`config.mk`:
```
export PLATFORM = sky130hd
export DESIGN_NAME = phy_pwr_seq
export DESIGN_NICKNAME = d
export VERILOG_FILES = /design/src/rtl/phy_seq_pkg.sv /design/src/rtl/phy_seq_refcnt.sv /design/src/rtl/phy_seq_timer.sv /design/src/rtl/phy_seq_lanes.sv /design/src/rtl/phy_seq_fsm.sv /design/src/rtl/phy_pwr_seq.sv
export SDC_FILE = /design/constraint.sdc
export NUM_CORES = 1
export LEC_CHECK = 0
export BUFFER_PORTS_ARGS = -buffer_cell sky130_fd_sc_hd__buf_2
export CAP_MARGIN = 20
export CORE_AREA = 10 10 97 99
export CTS_BUF_LIST = sky130_fd_sc_hd__clkbuf_4 sky130_fd_sc_hd__clkbuf_8
export CTS_CLUSTER_DIAMETER = 40
export DETAILED_ROUTE_END_ITERATION = 10
export DIE_AREA = 0 0 107 109
export PLACE_DENSITY = 0.82
export SKIP_CTS_REPAIR_TIMING = 1
export SLEW_MARGIN = 25
export SYNTH_ARGS = -nofsm -noshare
export SYNTH_HDL_FRONTEND = slang
export SYNTH_SLANG_ARGS = --single-unit
```
`constraint.sdc`:
```
create_clock -name clk -period 5.1 [get_ports clk]
set_input_delay 0.51 -clock clk [delete_from_list [all_inputs] [get_ports clk]]
set_output_delay 0.51 -clock clk [all_outputs]
set_load 0.005 [all_outputs]
```
`src/rtl/phy_seq_pkg.sv`:
```
package phy_seq_pkg;

   typedef enum logic [3:0] {
      ST_IDLE,
      ST_ADDR,
      ST_UNIDLE,
      ST_WAIT_LOCK,
      ST_W1_STB,
      ST_W1_HOLD,
      ST_W2_SET,
      ST_W2_STB,
      ST_W2_HOLD,
      ST_WAIT_OUT,
      ST_ADDR2,
      ST_WAIT_RELOCK
   } seq_state_e;

   function automatic int unsigned bits_for(input int unsigned n);
      return (n > 1) ? $clog2(n) : 1;
   endfunction

endpackage

```
`src/rtl/phy_seq_refcnt.sv`:
```
module phy_seq_refcnt #(
   parameter int CNT_W = 4
) (
   input  logic clk,
   input  logic rst_n,
   input  logic inc,
   input  logic dec,
   output logic cnt_zero,
   output logic cnt_one
);
   logic [CNT_W-1:0] cnt_q;

   always_ff @(posedge clk or negedge rst_n) begin
      if (!rst_n) begin
         cnt_q <= '0;
      end else if (inc && !dec) begin
         cnt_q <= cnt_q + 1'b1;
      end else if (dec && !inc) begin
         cnt_q <= cnt_q - 1'b1;
      end
   end

   assign cnt_zero = (cnt_q == '0);
   assign cnt_one  = (cnt_q == CNT_W'(1));
endmodule

```
`src/rtl/phy_seq_timer.sv`:
```
module phy_seq_timer #(
   parameter int TIMEOUT_CYC = 1000,
   parameter int POLL_CYC    = 20
) (
   input  logic clk,
   input  logic rst_n,
   input  logic start,
   input  logic phase,
   input  logic run,
   output logic poll_tick,
   output logic expired
);
   localparam int TOUT_W = $clog2(TIMEOUT_CYC + 1);

   logic [TOUT_W-1:0] elapsed_q;

   always_ff @(posedge clk or negedge rst_n) begin
      if (!rst_n) begin
         elapsed_q <= '0;
      end else if (start) begin
         elapsed_q <= '0;
      end else if (run && !expired) begin
         elapsed_q <= elapsed_q + 1'b1;
      end
   end

   assign expired = (elapsed_q == TOUT_W'(TIMEOUT_CYC));

   generate
      if (POLL_CYC == 1) begin : g_poll_every
         assign poll_tick = run;
      end else begin : g_poll_div
         localparam int PW = $clog2(POLL_CYC);
         logic [PW-1:0] poll_q;
         always_ff @(posedge clk or negedge rst_n) begin
            if (!rst_n) begin
               poll_q <= '0;
            end else if (start || phase) begin
               poll_q <= '0;
            end else if (run) begin
               poll_q <= (poll_q == PW'(POLL_CYC - 1)) ? '0 : poll_q + 1'b1;
            end
         end
         assign poll_tick = run && (poll_q == '0);
      end
   endgenerate
endmodule

```
`src/rtl/phy_seq_lanes.sv`:
```
module phy_seq_lanes #(
   parameter int NUM_LANES = 4,
   parameter int LANE_W    = 2
) (
   input  logic                 clk,
   input  logic                 rst_n,
   input  logic                 set_idle,
   input  logic                 clr_idle,
   input  logic [LANE_W-1:0]    lane,
   output logic [NUM_LANES-1:0] lane_idle
);
   generate
      for (genvar i = 0; i < NUM_LANES; i++) begin : g_lane
         always_ff @(posedge clk or negedge rst_n) begin
            if (!rst_n) begin
               lane_idle[i] <= 1'b1;
            end else if (lane == LANE_W'(i)) begin
               if (set_idle) begin
                  lane_idle[i] <= 1'b1;
               end else if (clr_idle) begin
                  lane_idle[i] <= 1'b0;
               end
            end
         end
      end
   endgenerate
endmodule

```
`src/rtl/phy_seq_fsm.sv`:
```
module phy_seq_fsm
   import phy_seq_pkg::*;
#(
   parameter int              LANE_W     = 2,
   parameter int              CFG_ADDR_W = 6,
   parameter int              CFG_DATA_W = 4,
   parameter [CFG_ADDR_W-1:0] ADDR_PLL   = 'h10,
   parameter [CFG_ADDR_W-1:0] ADDR_CLK   = 'h12,
   parameter [CFG_DATA_W-1:0] DATA_WR    = 'h8
) (
   input  logic                  clk,
   input  logic                  rst_n,
   input  logic                  req_valid,
   input  logic                  req_on,
   input  logic [LANE_W-1:0]     req_lane,
   output logic                  req_ready,
   output logic                  done,
   output logic                  err,
   output logic                  phy_rst,
   output logic [CFG_ADDR_W-1:0] cfg_addr,
   output logic [CFG_DATA_W-1:0] cfg_data,
   output logic                  cfg_wr,
   input  logic                  lock_ok,
   input  logic                  out_off,
   input  logic                  cnt_zero,
   input  logic                  cnt_one,
   output logic                  cnt_inc,
   output logic                  cnt_dec,
   output logic [LANE_W-1:0]     lane_sel,
   output logic                  idle_set,
   output logic                  idle_clr,
   output logic                  tmr_start,
   output logic                  tmr_phase,
   output logic                  tmr_run,
   input  logic                  poll_tick,
   input  logic                  expired
);
   seq_state_e        state_q;
   logic [LANE_W-1:0] lane_q;
   logic              accept;
   logic              in_wait;
   logic              ok_now;
   logic              fail;

   assign req_ready = (state_q == ST_IDLE);
   assign accept    = req_ready && req_valid;

   always_comb begin
      in_wait = 1'b0;
      ok_now  = 1'b0;
      unique case (state_q)
         ST_WAIT_LOCK:   begin in_wait = 1'b1; ok_now = poll_tick && lock_ok; end
         ST_WAIT_OUT:    begin in_wait = 1'b1; ok_now = poll_tick && out_off; end
         ST_WAIT_RELOCK: begin in_wait = 1'b1; ok_now = poll_tick && lock_ok; end
         default:        ;
      endcase
   end

   assign fail      = in_wait && !ok_now && expired;
   assign cnt_inc   = accept && req_on;
   assign idle_set  = accept && !req_on && !cnt_zero;
   assign cnt_dec   = idle_set || fail;
   assign idle_clr  = (state_q == ST_UNIDLE);
   assign lane_sel  = req_ready ? req_lane : lane_q;
   assign tmr_start = (state_q == ST_UNIDLE);
   assign tmr_phase = (state_q == ST_W2_HOLD) || (state_q == ST_ADDR2);
   assign tmr_run   = !req_ready;

   always_ff @(posedge clk or negedge rst_n) begin
      if (!rst_n) begin
         state_q  <= ST_IDLE;
         lane_q   <= '0;
         done     <= 1'b0;
         err      <= 1'b0;
         phy_rst  <= 1'b1;
         cfg_addr <= '0;
         cfg_data <= '0;
         cfg_wr   <= 1'b0;
      end else begin
         done   <= 1'b0;
         err    <= 1'b0;
         cfg_wr <= 1'b0;
         if (fail) begin
            phy_rst <= 1'b1;
            done    <= 1'b1;
            err     <= 1'b1;
            state_q <= ST_IDLE;
         end else begin
            unique case (state_q)
               ST_IDLE: begin
                  if (accept) begin
                     lane_q <= req_lane;
                     if (req_on && cnt_zero) begin
                        phy_rst <= 1'b0;
                        state_q <= ST_ADDR;
                     end else begin
                        done <= 1'b1;
                        err  <= !req_on && cnt_zero;
                        if (!req_on && cnt_one) begin
                           phy_rst <= 1'b1;
                        end
                     end
                  end
               end
               ST_ADDR: begin
                  cfg_addr <= ADDR_PLL;
                  state_q  <= ST_UNIDLE;
               end
               ST_UNIDLE: state_q <= ST_WAIT_LOCK;
               ST_WAIT_LOCK: begin
                  if (ok_now) begin
                     cfg_addr <= ADDR_PLL;
                     cfg_data <= DATA_WR;
                     state_q  <= ST_W1_STB;
                  end
               end
               ST_W1_STB: begin
                  cfg_wr  <= 1'b1;
                  state_q <= ST_W1_HOLD;
               end
               ST_W1_HOLD: state_q <= ST_W2_SET;
               ST_W2_SET: begin
                  cfg_addr <= ADDR_CLK;
                  cfg_data <= DATA_WR;
                  state_q  <= ST_W2_STB;
               end
               ST_W2_STB: begin
                  cfg_wr  <= 1'b1;
                  state_q <= ST_W2_HOLD;
               end
               ST_W2_HOLD: state_q <= ST_WAIT_OUT;
               ST_WAIT_OUT: begin
                  if (ok_now) begin
                     state_q <= ST_ADDR2;
                  end
               end
               ST_ADDR2: begin
                  cfg_addr <= ADDR_PLL;
                  state_q  <= ST_WAIT_RELOCK;
               end
               ST_WAIT_RELOCK: begin
                  if (ok_now) begin
                     done    <= 1'b1;
                     state_q <= ST_IDLE;
                  end
               end
               default: state_q <= ST_IDLE;
            endcase
         end
      end
   end
endmodule

```
`src/rtl/phy_pwr_seq.sv`:
```
module phy_pwr_seq
   import phy_seq_pkg::*;
#(
   parameter int NUM_LANES   = 4,
   parameter int CNT_W       = 4,
   parameter int CFG_ADDR_W  = 6,
   parameter int CFG_DATA_W  = 4,
   parameter int TIMEOUT_CYC = 125_000_000,
   parameter int POLL_CYC    = 2_500_000,
   parameter int LANE_W      = bits_for(NUM_LANES)
) (
   input  logic                  clk,
   input  logic                  rst_n,
   input  logic                  req_valid,
   output logic                  req_ready,
   input  logic                  req_on,
   input  logic [LANE_W-1:0]     req_lane,
   output logic                  done,
   output logic                  err,
   output logic                  phy_rst,
   output logic [NUM_LANES-1:0]  lane_idle,
   output logic [CFG_ADDR_W-1:0] cfg_addr,
   output logic [CFG_DATA_W-1:0] cfg_data,
   output logic                  cfg_wr,
   input  logic                  pll_lock,
   input  logic                  pll_out
);
   localparam int              DATA_BIT = 3;
   localparam [CFG_ADDR_W-1:0] ADDR_PLL = CFG_ADDR_W'('h10);
   localparam [CFG_ADDR_W-1:0] ADDR_CLK = CFG_ADDR_W'('h12);
   localparam [CFG_DATA_W-1:0] DATA_WR  = CFG_DATA_W'(1) << DATA_BIT;

   generate
      if (NUM_LANES < 1) begin : g_bad_lanes
         $error("NUM_LANES must be at least 1");
      end
      if (CNT_W < 1) begin : g_bad_cnt
         $error("CNT_W must be at least 1");
      end
      if (CFG_ADDR_W < 5) begin : g_bad_addr
         $error("CFG_ADDR_W too narrow for configuration addresses");
      end
      if (CFG_DATA_W <= DATA_BIT) begin : g_bad_data
         $error("CFG_DATA_W too narrow for configuration data");
      end
      if (POLL_CYC < 1 || TIMEOUT_CYC <= POLL_CYC) begin : g_bad_time
         $error("TIMEOUT_CYC must exceed POLL_CYC, POLL_CYC must be positive");
      end
   endgenerate

   logic              cnt_zero, cnt_one, cnt_inc, cnt_dec;
   logic [LANE_W-1:0] lane_sel;
   logic              idle_set, idle_clr;
   logic              tmr_start, tmr_phase, tmr_run, poll_tick, expired;

   phy_seq_fsm #(
      .LANE_W    (LANE_W),
      .CFG_ADDR_W(CFG_ADDR_W),
      .CFG_DATA_W(CFG_DATA_W),
      .ADDR_PLL  (ADDR_PLL),
      .ADDR_CLK  (ADDR_CLK),
      .DATA_WR   (DATA_WR)
   ) u_fsm (
      .clk      (clk),
      .rst_n    (rst_n),
      .req_valid(req_valid),
      .req_on   (req_on),
      .req_lane (req_lane),
      .req_ready(req_ready),
      .done     (done),
      .err      (err),
      .phy_rst  (phy_rst),
      .cfg_addr (cfg_addr),
      .cfg_data (cfg_data),
      .cfg_wr   (cfg_wr),
      .lock_ok  (pll_lock),
      .out_off  (!pll_out),
      .cnt_zero (cnt_zero),
      .cnt_one  (cnt_one),
      .cnt_inc  (cnt_inc),
      .cnt_dec  (cnt_dec),
      .lane_sel (lane_sel),
      .idle_set (idle_set),
      .idle_clr (idle_clr),
      .tmr_start(tmr_start),
      .tmr_phase(tmr_phase),
      .tmr_run  (tmr_run),
      .poll_tick(poll_tick),
      .expired  (expired)
   );

   phy_seq_refcnt #(.CNT_W(CNT_W)) u_cnt (
      .clk     (clk),
      .rst_n   (rst_n),
      .inc     (cnt_inc),
      .dec     (cnt_dec),
      .cnt_zero(cnt_zero),
      .cnt_one (cnt_one)
   );

   phy_seq_timer #(.TIMEOUT_CYC(TIMEOUT_CYC), .POLL_CYC(POLL_CYC)) u_tmr (
      .clk      (clk),
      .rst_n    (rst_n),
      .start    (tmr_start),
      .phase    (tmr_phase),
      .run      (tmr_run),
      .poll_tick(poll_tick),
      .expired  (expired)
   );

   phy_seq_lanes #(.NUM_LANES(NUM_LANES), .LANE_W(LANE_W)) u_lanes (
      .clk      (clk),
      .rst_n    (rst_n),
      .set_idle (idle_set),
      .clr_idle (idle_clr),
      .lane     (lane_sel),
      .lane_idle(lane_idle)
   );
endmodule

```
==> run_results.csv, run 1 <==
group,metric,value,unit
floorplan,fp-row-count,32,
timing,slew_violations,0,
placement,dp_hpwl,6.044,mm
power,peakVddDrop,0.0002552,V
global_routing,grt_usage,0.1541,
final_layout,diodes,0,
logic_synthesis,synth_edf_count,0,
cts,htreeDepth,3,
power,powerDensity,412.2,mW/mm^2
critical_path,path_cells,"or4_4 -> nand4_1 -> nor3_2 -> or3_4 -> nor2b_1 -> ha_1 -> or4_1 -> a21oi_1 -> xor2_1",
placement,gp_congestion,0.8853,
critical_path,endpoint_kind,"flop",
global_routing,grt_pass1_vias,3250,
detailed_routing,vias,3188,
floorplan,ios,27,
timing,setup_viol_count_final,0,
cts,clk_pin_slew_worst_paths,70,ps
detailed_routing,detail_route.wl_per_cell,15.33,um
placement,port_buffers,19,
global_routing,overflow,0,
cts,cts_buffers,9,
hold_path,hold_class,"in2reg",
logic_synthesis,synth.avg_cell_area,9.251,sq um
timing,final-hold-violation-count,0,
logic_synthesis,synthArstFlopShare,1.000,
floorplan,initial_core_util,0.5273,
timing,fin_crit_sh,0.6417,
logic_synthesis,yosysWarnings,0,
global_routing,grt_antenna_before_repair,0,
critical_path,crit_required,5370,ps
floorplan,fp.dieW,107,um
logic_synthesis,netlist_area,0.003969,sq mm
timing,rsz0062_at_grt,"false",
timing,relSlewSlack,0.4665,
logic_synthesis,seq_area_frac_synth,0.4429,
power,leakagePower,1.804,nW
cts,cts_tree,"done",
global_routing,grt_pass1_wl,15.02,mm
timing,tns,0,ps
final_layout,final_common_cell,"dfrtp_1",
cts,cts_buffer_depth,2,
critical_path,cp.arrival,3540,ps
floorplan,dieArea,0.01166,sq mm
cts,clkLatencyLatePin,350,ps
detailed_routing,route.detailed.drc,0,
critical_path,crit_path_top_delay_cell,"or4_4",
timing,max_freq,0.3056,GHz
power,power,0.001764,W
timing,period_minus_slack,3273,ps
floorplan,coreArea,0.007527,sq mm
cts,cts.sinks,70,
final_layout,layout_common_cells,"dfrtp_1 (65), nor2_1 (51), nand2_1 (34)",
job,maxCapViolations,0,
detailed_routing,dr.pass1.iters,4,
final_layout,drive_gt1_frac,0.1400,
final_layout,nets,461,
detailed_routing,vias_per_cell,5.775,
critical_path,cp-start-kind,"flop",
timing,fin_worst_skew,12.88,ps
status,status,"finished clean",
timing,worst_pin_slew,800.3,ps
cts,ctsRootBufferMaster,"clkbuf_8",
logic_synthesis,ys_ff_latch,70,
global_routing,grt_max_degree,64,
critical_path,slowest_delay,740,ps
critical_path,crit_type,"reg2reg",
detailed_routing,drtAntennaViolNets,0,
detailed_routing,drt_iter0_drc,128,
logic_synthesis,synth_cell_type_count,63,
floorplan,die_h,109,um
final_layout,area_delta_synth_final,7.818,%
detailed_routing,wl,8.462,mm
logic_synthesis,ys.flop_type,"dfrtp_1",
critical_path,critical_path_peak_fanout,22,
logic_synthesis,synth_cells,429,
-- state kept, by name, summed over array words and instances (netlist names) --
register                 count
u_cnt.cnt_q                  4
u_fsm.cfg_addr               2
u_fsm.cfg_data               1
u_fsm.cfg_wr                 1
u_fsm.done                   1
u_fsm.err                    1
u_fsm.lane_q                 2
u_fsm.phy_rst                1
u_fsm.state_q                4
u_lanes.lane_idle            4
u_tmr.elapsed_q             27
u_tmr.g_poll_div.poll_q     22
-- layer usage --
layer / GRT usage / vias to the layer above / wire (um)
met5: 0 / - / 0
met4: 0.05126 / 0 / 129
met3: 0.03540 / 11 / 332
met2: 0.2612 / 67 / 4209
met1: 0.1903 / 1579 / 3789
li1: - / 1531 / -
-- logic make-up after synthesis --
kind of cell	after synthesis	synth area share
and+or+nand+nor	203	0.2825
DFF	70	0.4429
AOI/OAI and AO/OA	64	0.09616
buffers and inverters	40	0.05391
xor gates and xnor gates	35	0.07724
adders and majority gates	8	0.02522
muxes	8	0.02112
other	1	0.0009449
-- report_power, final --
group	internal, W	total (W)	leakage, nW	switching (W)
Sequential	0.000659	0.000774	0.921	0.000114
Clock	0.000202	0.000417	0.0913	0.000215
Combinational	0.000214	0.000574	0.792	0.000360
Total	0.00108	0.00176	1.80	0.000689
-- path summary, 6_finish.rpt --
check,start,to,slack [ps],cells after the start
setup / recovery,u_fsm.state_q[2]$_DFFE_PN0P_,u_cnt.cnt_q[3]$_DFFE_PN0P_,1830,9
hold / removal,req_lane[0],u_fsm.lane_q[0]$_DFFE_PN0P_,440,2
setup reg to reg,u_fsm.state_q[2]$_DFFE_PN0P_,u_cnt.cnt_q[3]$_DFFE_PN0P_,1830,9
max in group asynchronous,rst_n,u_tmr.g_poll_div.poll_q[16]$_DFFE_PN0P_,3520,3
hold reg to reg,u_lanes.lane_idle[2]$_DFFE_PN1P_,u_lanes.lane_idle[2]$_DFFE_PN1P_,480,2
min in group asynchronous,rst_n,u_tmr.elapsed_q[16]$_DFFE_PN0P_,530,2
-- stage by stage --
stage               std cells  utilization  setup slack (ps)  hold WS (ps)  cell area [sq um]
floorplan                 435            -              2189         214.4               3991
global route              552       0.5685              1626         440.9               4279
CTS                       551       0.5672              1827        -22.67               4269
global placement          535       0.5426              1920         364.6               4084
detailed placement        535       0.5426              1825         365.0               4084
finish                    552       0.5685              1828         436.2               4279
-- final cells by class --
cell class	count	area, sq um
multi-input combinational	325	2019
inverter	17	68.82
tap	102	127.6
clock inverter	5	33.78
fill	704	3248
sequential	70	1758
timing repair buffer	22	120.1
clock buffer	11	151.4
-- cell usage after synthesis (all sizes together), types with 5 or more instances --
master   n  area share
dfrtp   65        0.41
nor2    52       0.050
nand2   36       0.035
o21ai   26       0.033
nand3   22       0.028
xnor2   20       0.044
nor3    18       0.025
inv     17       0.017
a21oi   16       0.020
nand4   16       0.031
buf     15       0.029
xor2    15       0.033
and3     9       0.015
and4     8       0.018
clkbuf   8      0.0079
ha       8       0.025
nor4     8       0.016
or3      6       0.012
and2     5      0.0079
dfstp    5       0.033
mux2i    5       0.013
or4      5       0.010
-- worst max-delay path, delay by kind of cell, from the launching register on --
kind | cells | cell delay (ps)
AOI/OAI and AO/OA | 1 | 180
xor gates and xnor gates | 1 | 160
adders and majority gates | 1 | 260
DFF | 1 | 490
and+or+nand+nor | 6 | 2100
(Power assumes the default switching activity.)
==> run 2: changes to the inputs <==
Clock period 5.1 ns to 3.2 ns, I/O delays scaled along.
==> run_results.csv, run 2 (synthesis gave the netlist of run 1 again) <==
group,metric,value,unit
cts,clk_pin_slew_worst_paths,80,ps
cts,clkLatencyLatePin,350,ps
final_layout,layout_common_cells,"dfrtp_1 (65), nor2_1 (51), nand2_1 (34)",
power,powerDensity,691.1,mW/mm^2
power,peakVddDrop,0.0005180,V
placement,dp_hpwl,6.146,mm
critical_path,crit_type,"reg2reg",
placement,gp_congestion,0.8981,
status,status,"finished, violations left",
critical_path,crit_required,3490,ps
final_layout,regMostFlops,"u_tmr.elapsed_q",
critical_path,rrSetupSlack,270,ps
final_layout,final_common_cell,"dfrtp_1",
timing,relSlewSlack,0.4873,
global_routing,grt_max_degree,48,
floorplan,fp-row-count,32,
timing,hold_slack,-32.56,ps
cts,cts_tree,"done",
placement,dp.cells,542,
hold_path,hold_class,"in2async",
placement,port_buffers,19,
floorplan,dieArea,0.01166,sq mm
cts,cts.sinks,70,
floorplan,ios,27,
global_routing,grt_pass1_vias,3162,
final_layout,diodes,0,
detailed_routing,detail_route.wl_per_cell,15.54,um
timing,slew_violations,0,
timing,setup_viol_count_final,0,
power,leakagePower,1.851,nW
timing,fin_crit_sh,0.9155,
final_layout,layout.cells.non_filler,558,
floorplan,die_h,109,um
detailed_routing,route.detailed.drc,0,
critical_path,slowest_delay,580,ps
floorplan,coreArea,0.007527,sq mm
final_layout,drive_gt1_frac,0.1535,
global_routing,grt_antenna_before_repair,0,
critical_path,critical_path_peak_fanout,6,
global_routing,overflow,0,
critical_path,endpoint_kind,"flop",
timing,rsz0062_at_grt,"false",
final_layout,reg_top3,"u_tmr.elapsed_q: 27 flops, u_tmr.g_poll_div.poll_q: 22 flops",
detailed_routing,drtAntennaViolNets,0,
cts,ctsRootBufferMaster,"clkbuf_8",
timing,final-hold-violation-count,22,
cts,htreeDepth,3,
final_layout,largest_reg_flops,27,
global_routing,grt_usage,0.1530,
timing,period_minus_slack,2930,ps
timing,fin_worst_skew,15.05,ps
detailed_routing,dr.pass1.iters,5,
cts,cts_buffers,9,
final_layout,area_delta_synth_final,10.03,%
floorplan,fp.dieW,107,um
floorplan,initial_core_util,0.5273,
cts,cts_buffer_depth,2,
critical_path,cp.arrival,3210,ps
detailed_routing,vias_per_cell,5.808,
detailed_routing,wl,8.674,mm
status,violations,"negative hold slack",
timing,max_freq,0.3413,GHz
detailed_routing,drt_iter0_drc,211,
timing,fin_ws,270.4,ps
timing,tns,0,ps
global_routing,grt_pass1_wl,14.79,mm
critical_path,path_cells,"or4_4 -> nand4_1 -> nor3_2 -> or3_4 -> nor2b_1 -> ha_1 -> or4_1 -> a21oi_1 -> xor2_1",
critical_path,cp-start-kind,"flop",
timing,worst_pin_slew,769.0,ps
placement,dp_slack,294.3,ps
final_layout,nets,467,
job,maxCapViolations,0,
critical_path,crit_path_top_delay_cell,"or4_4",
detailed_routing,vias,3241,
[run 2: path summary, 6_finish.rpt]
check / start / endpoint / cells past startpoint
max: u_fsm.state_q[2]$_DFFE_PN0P_ / u_cnt.cnt_q[3]$_DFFE_PN0P_ / 9
min reg2reg: u_cnt.cnt_q[3]$_DFFE_PN0P_ / u_cnt.cnt_q[3]$_DFFE_PN0P_ / 1
max in group asynchronous: rst_n / u_tmr.elapsed_q[12]$_DFFE_PN0P_ / 2
min in group clk: req_lane[0] / u_fsm.lane_q[0]$_DFFE_PN0P_ / 2
max reg2reg: u_fsm.state_q[2]$_DFFE_PN0P_ / u_cnt.cnt_q[3]$_DFFE_PN0P_ / 9
min: rst_n / u_tmr.elapsed_q[18]$_DFFE_PN0P_ / 1
[run 2: power by group]
part | switching (W) | internal, W | leakage, nW | total [W]
combinational | 0.000637 | 0.000381 | 0.821 | 0.00102
clock | 0.000355 | 0.000464 | 0.109 | 0.000819
sequential | 0.000130 | 0.00105 | 0.921 | 0.00118
[run 2: layout make-up]
cell class	count	area, sq um
clock buffers	10	137.6
clock inverters	6	92.59
fillers	681	3161
inverters	17	68.82
multi-input cells	325	2019
flip-flops and latches	70	1758
well taps	102	127.6
repair buffers	28	162.7
[run 2: metal layers]
| layer | track usage | vias up | wire length, um |
|---|---|---|---|
| li1 | - | 1554 | - |
| met2 | 0.2568 | 80 | 4250 |
| met3 | 0.05251 | 13 | 399 |
| met5 | 0 | - | 0 |
| met1 | 0.1855 | 1594 | 3867 |
| met4 | 0.03675 | 0 | 157 |
[run 2: per-stage QoR]
stage / hold WS [ps] / area (sq um) / power, W / util
after detailed placement: 357.9 / 4136 / 0.002205 / 0.5495
after floorplan: 24.41 / 3991 / 0.001933 / -
after global placement: 358.0 / 4136 / 0.002161 / 0.5495
final: -32.56 / 4367 / 0.003018 / 0.5801
after CTS: -20.17 / 4367 / 0.003035 / 0.5801
after global routing: 2.858 / 4367 / 0.003230 / 0.5801
[run 2: worst max-delay path: cells and delay by family (launching register included)]
family / cells / cell delay [ps]
simple gates: 6 / 1880
flops: 1 / 380
fa+ha+maj: 1 / 240
compound gates: 1 / 210
xor+xnor: 1 / 160
==> run 3: changes to the inputs <==
Settings changed: CELL_PAD_IN_SITES_DETAIL_PLACEMENT set to 1, CELL_PAD_IN_SITES_GLOBAL_PLACEMENT set to 1, CORE_AREA 10 10 97 99 to 10 10 101 103, DIE_AREA 0 0 107 109 to 0 0 111 113, PLACE_DENSITY 0.82 to 0.93.
==> run_results.csv, run 3 (synthesis gave the netlist of run 1 again) <==
group,metric,value,unit
critical_path,crit_type,"reg2reg",
global_routing,overflow,0,
power,leakagePower,1.850,nW
timing,hold_slack,184.0,ps
final_layout,diodes,0,
placement,dp.cells,545,
floorplan,ios,27,
cts,cts_tree,"done",
final_layout,area_delta_synth_final,9.836,%
timing,period_minus_slack,3008,ps
timing,relSlewSlack,0.4009,
timing,setup_viol_count_final,0,
cts,ctsRootBufferMaster,"clkbuf_8",
timing,max_freq,0.3324,GHz
final_layout,largest_reg_flops,27,
final_layout,multi_input_area,0.002019,sq mm
final_layout,final_common_cell,"dfrtp_1",
hold_path,hold_class,"in2async",
cts,clkLatencyLatePin,360,ps
global_routing,grt_max_degree,71,
final_layout,layout_common_cells,"dfrtp_1 (65), nor2_1 (51), nand2_1 (34)",
detailed_routing,drt_iter0_drc,188,
global_routing,grt_pass1_wl,17.75,mm
placement,dp_slack,185.1,ps
global_routing,grt_pass1_vias,3630,
critical_path,r2r_cells,9,
critical_path,crit_required,3480,ps
critical_path,cp-start-kind,"flop",
critical_path,rrSetupSlack,190,ps
status,status,"finished clean",
timing,final-hold-violation-count,0,
floorplan,die_h,113,um
critical_path,worstReg2RegEnd,"u_cnt.cnt_q[3]$_DFFE_PN0P_",
critical_path,cp.arrival,3290,ps
timing,fin_ws,191.7,ps
cts,cts_buffers,9,
final_layout,finalInstanceArea,0.004359,sq mm
cts,clk_pin_slew_worst_paths,80,ps
floorplan,fp.dieW,111,um
power,powerDensity,695.6,mW/mm^2
final_layout,layout.cells.non_filler,563,
final_layout,nets,469,
job,maxCapViolations,0,
critical_path,crit_start,"u_fsm.state_q[0]$_DFFE_PN0P_",
global_routing,grt_antenna_before_repair,0,
detailed_routing,route.detailed.drc,0,
timing,rsz0062_at_grt,"false",
timing,fin_crit_sh,0.9401,
placement,gp_congestion,0.8342,
floorplan,fp-row-count,33,
detailed_routing,vias,3270,
critical_path,endpoint_kind,"flop",
detailed_routing,drtAntennaViolNets,0,
floorplan,initial_core_util,0.4879,
cts,cts_buffer_depth,2,
global_routing,grt_usage,0.1665,
detailed_routing,dr.pass1.iters,6,
floorplan,dieArea,0.01254,sq mm
cts,cts.sinks,70,
timing,tns,0,ps
final_layout,reg_top3,"u_tmr.elapsed_q: 27 flops, u_tmr.g_poll_div.poll_q: 22 flops",
timing,fin_worst_skew,11.75,ps
detailed_routing,vias_per_cell,5.808,
final_layout,fill_cells,939,
detailed_routing,detail_route.wl_per_cell,18.40,um
critical_path,endpoint,"u_cnt.cnt_q[3]$_DFFE_PN0P_",
placement,port_buffers,19,
power,peakVddDrop,0.0004382,V
final_layout,ff_latch_area,0.001758,sq mm
placement,dp_hpwl,7.279,mm
detailed_routing,wl,10.36,mm
critical_path,r2r_start,"u_fsm.state_q[0]$_DFFE_PN0P_",
critical_path,critical_path_peak_fanout,6,
placement,placed_cell_area,0.004140,sq mm
timing,slew_violations,0,
final_layout,regMostFlops,"u_tmr.elapsed_q",
cts,htreeDepth,3,
floorplan,coreArea,0.008134,sq mm
final_layout,drive_gt1_frac,0.1572,
timing,worst_pin_slew,898.6,ps
## run 3: changes by cell type in the layout (fill, tap and decap cells not counted), sizes merged
cell | previous run | this run
bufinv | 2 | 1
buf | 28 | 30
clkbuf | 10 | 11
clkinv | 1 | 2
inv | 18 | 17
## run 3: through the flow
| stage | power (W) | util |
|---|---|---|
| 6_report | 0.003032 | 0.5359 |
| 4_1_cts | 0.003046 | 0.5341 |
| 2_1_floorplan | 0.001933 | - |
| 3_3_place_gp | 0.002189 | 0.5090 |
| 3_5_place_dp | 0.002279 | 0.5090 |
| 5_1_grt | 0.003234 | 0.5359 |
## run 3: power by group
group / switching (W) / total, W / leakage [nW] / internal (W)
clock: 0.000356 / 0.000746 / 0.0990 / 0.000390
sequential: 0.000149 / 0.00120 / 0.921 / 0.00105
combinational: 0.000695 / 0.00109 / 0.829 / 0.000391
total: 0.00120 / 0.00303 / 1.85 / 0.00183
## run 3: how the worst min path moves through the flow
stage	from	to	slack, ps	cells after the start
6_report	rst_n	u_tmr.elapsed_q[13]$_DFFE_PN0P_	180	2
2_1_floorplan	rst_n	u_cnt.cnt_q[0]$_DFFE_PN0P_	20	0
3_5_place_dp	u_fsm.cfg_data[3]$_DFFE_PN0P_	u_fsm.cfg_data[3]$_DFFE_PN0P_	460	1
3_3_place_gp	u_fsm.cfg_data[3]$_DFFE_PN0P_	u_fsm.cfg_data[3]$_DFFE_PN0P_	460	1
5_1_grt	req_lane[0]	u_fsm.lane_q[0]$_DFFE_PN0P_	230	2
4_1_cts	rst_n	u_fsm.state_q[1]$_DFFE_PN0P_	200	2
## run 3: critical path, stage by stage (launching register included)
cell	delay (ps)
dfrtp_1	390
or4_4	590
nand4_1	140
nor3_2	70
or3_4	430
nor2b_1	150
ha_1	260
or4_1	520
a21oi_1	190
xor2_1	200
## run 3: area by class of cell
class / count / area share
clock buffer: 11 / 0.03330
clock inverter: 5 / 0.01349
multi-input combinational: 325 / 0.4633
inverter: 17 / 0.01579
timing repair buffer: 30 / 0.04076
sequential: 70 / 0.4033
tap: 105 / 0.03014
## run 3: routing by layer
metal  routed length [um]  track usage  up-vias
li1                     -            -     1552
met1                 4426       0.1885     1639
met2                 5379       0.2968       63
met3                  372      0.04649       16
met4                  178      0.05295        0
met5                    0            0        -
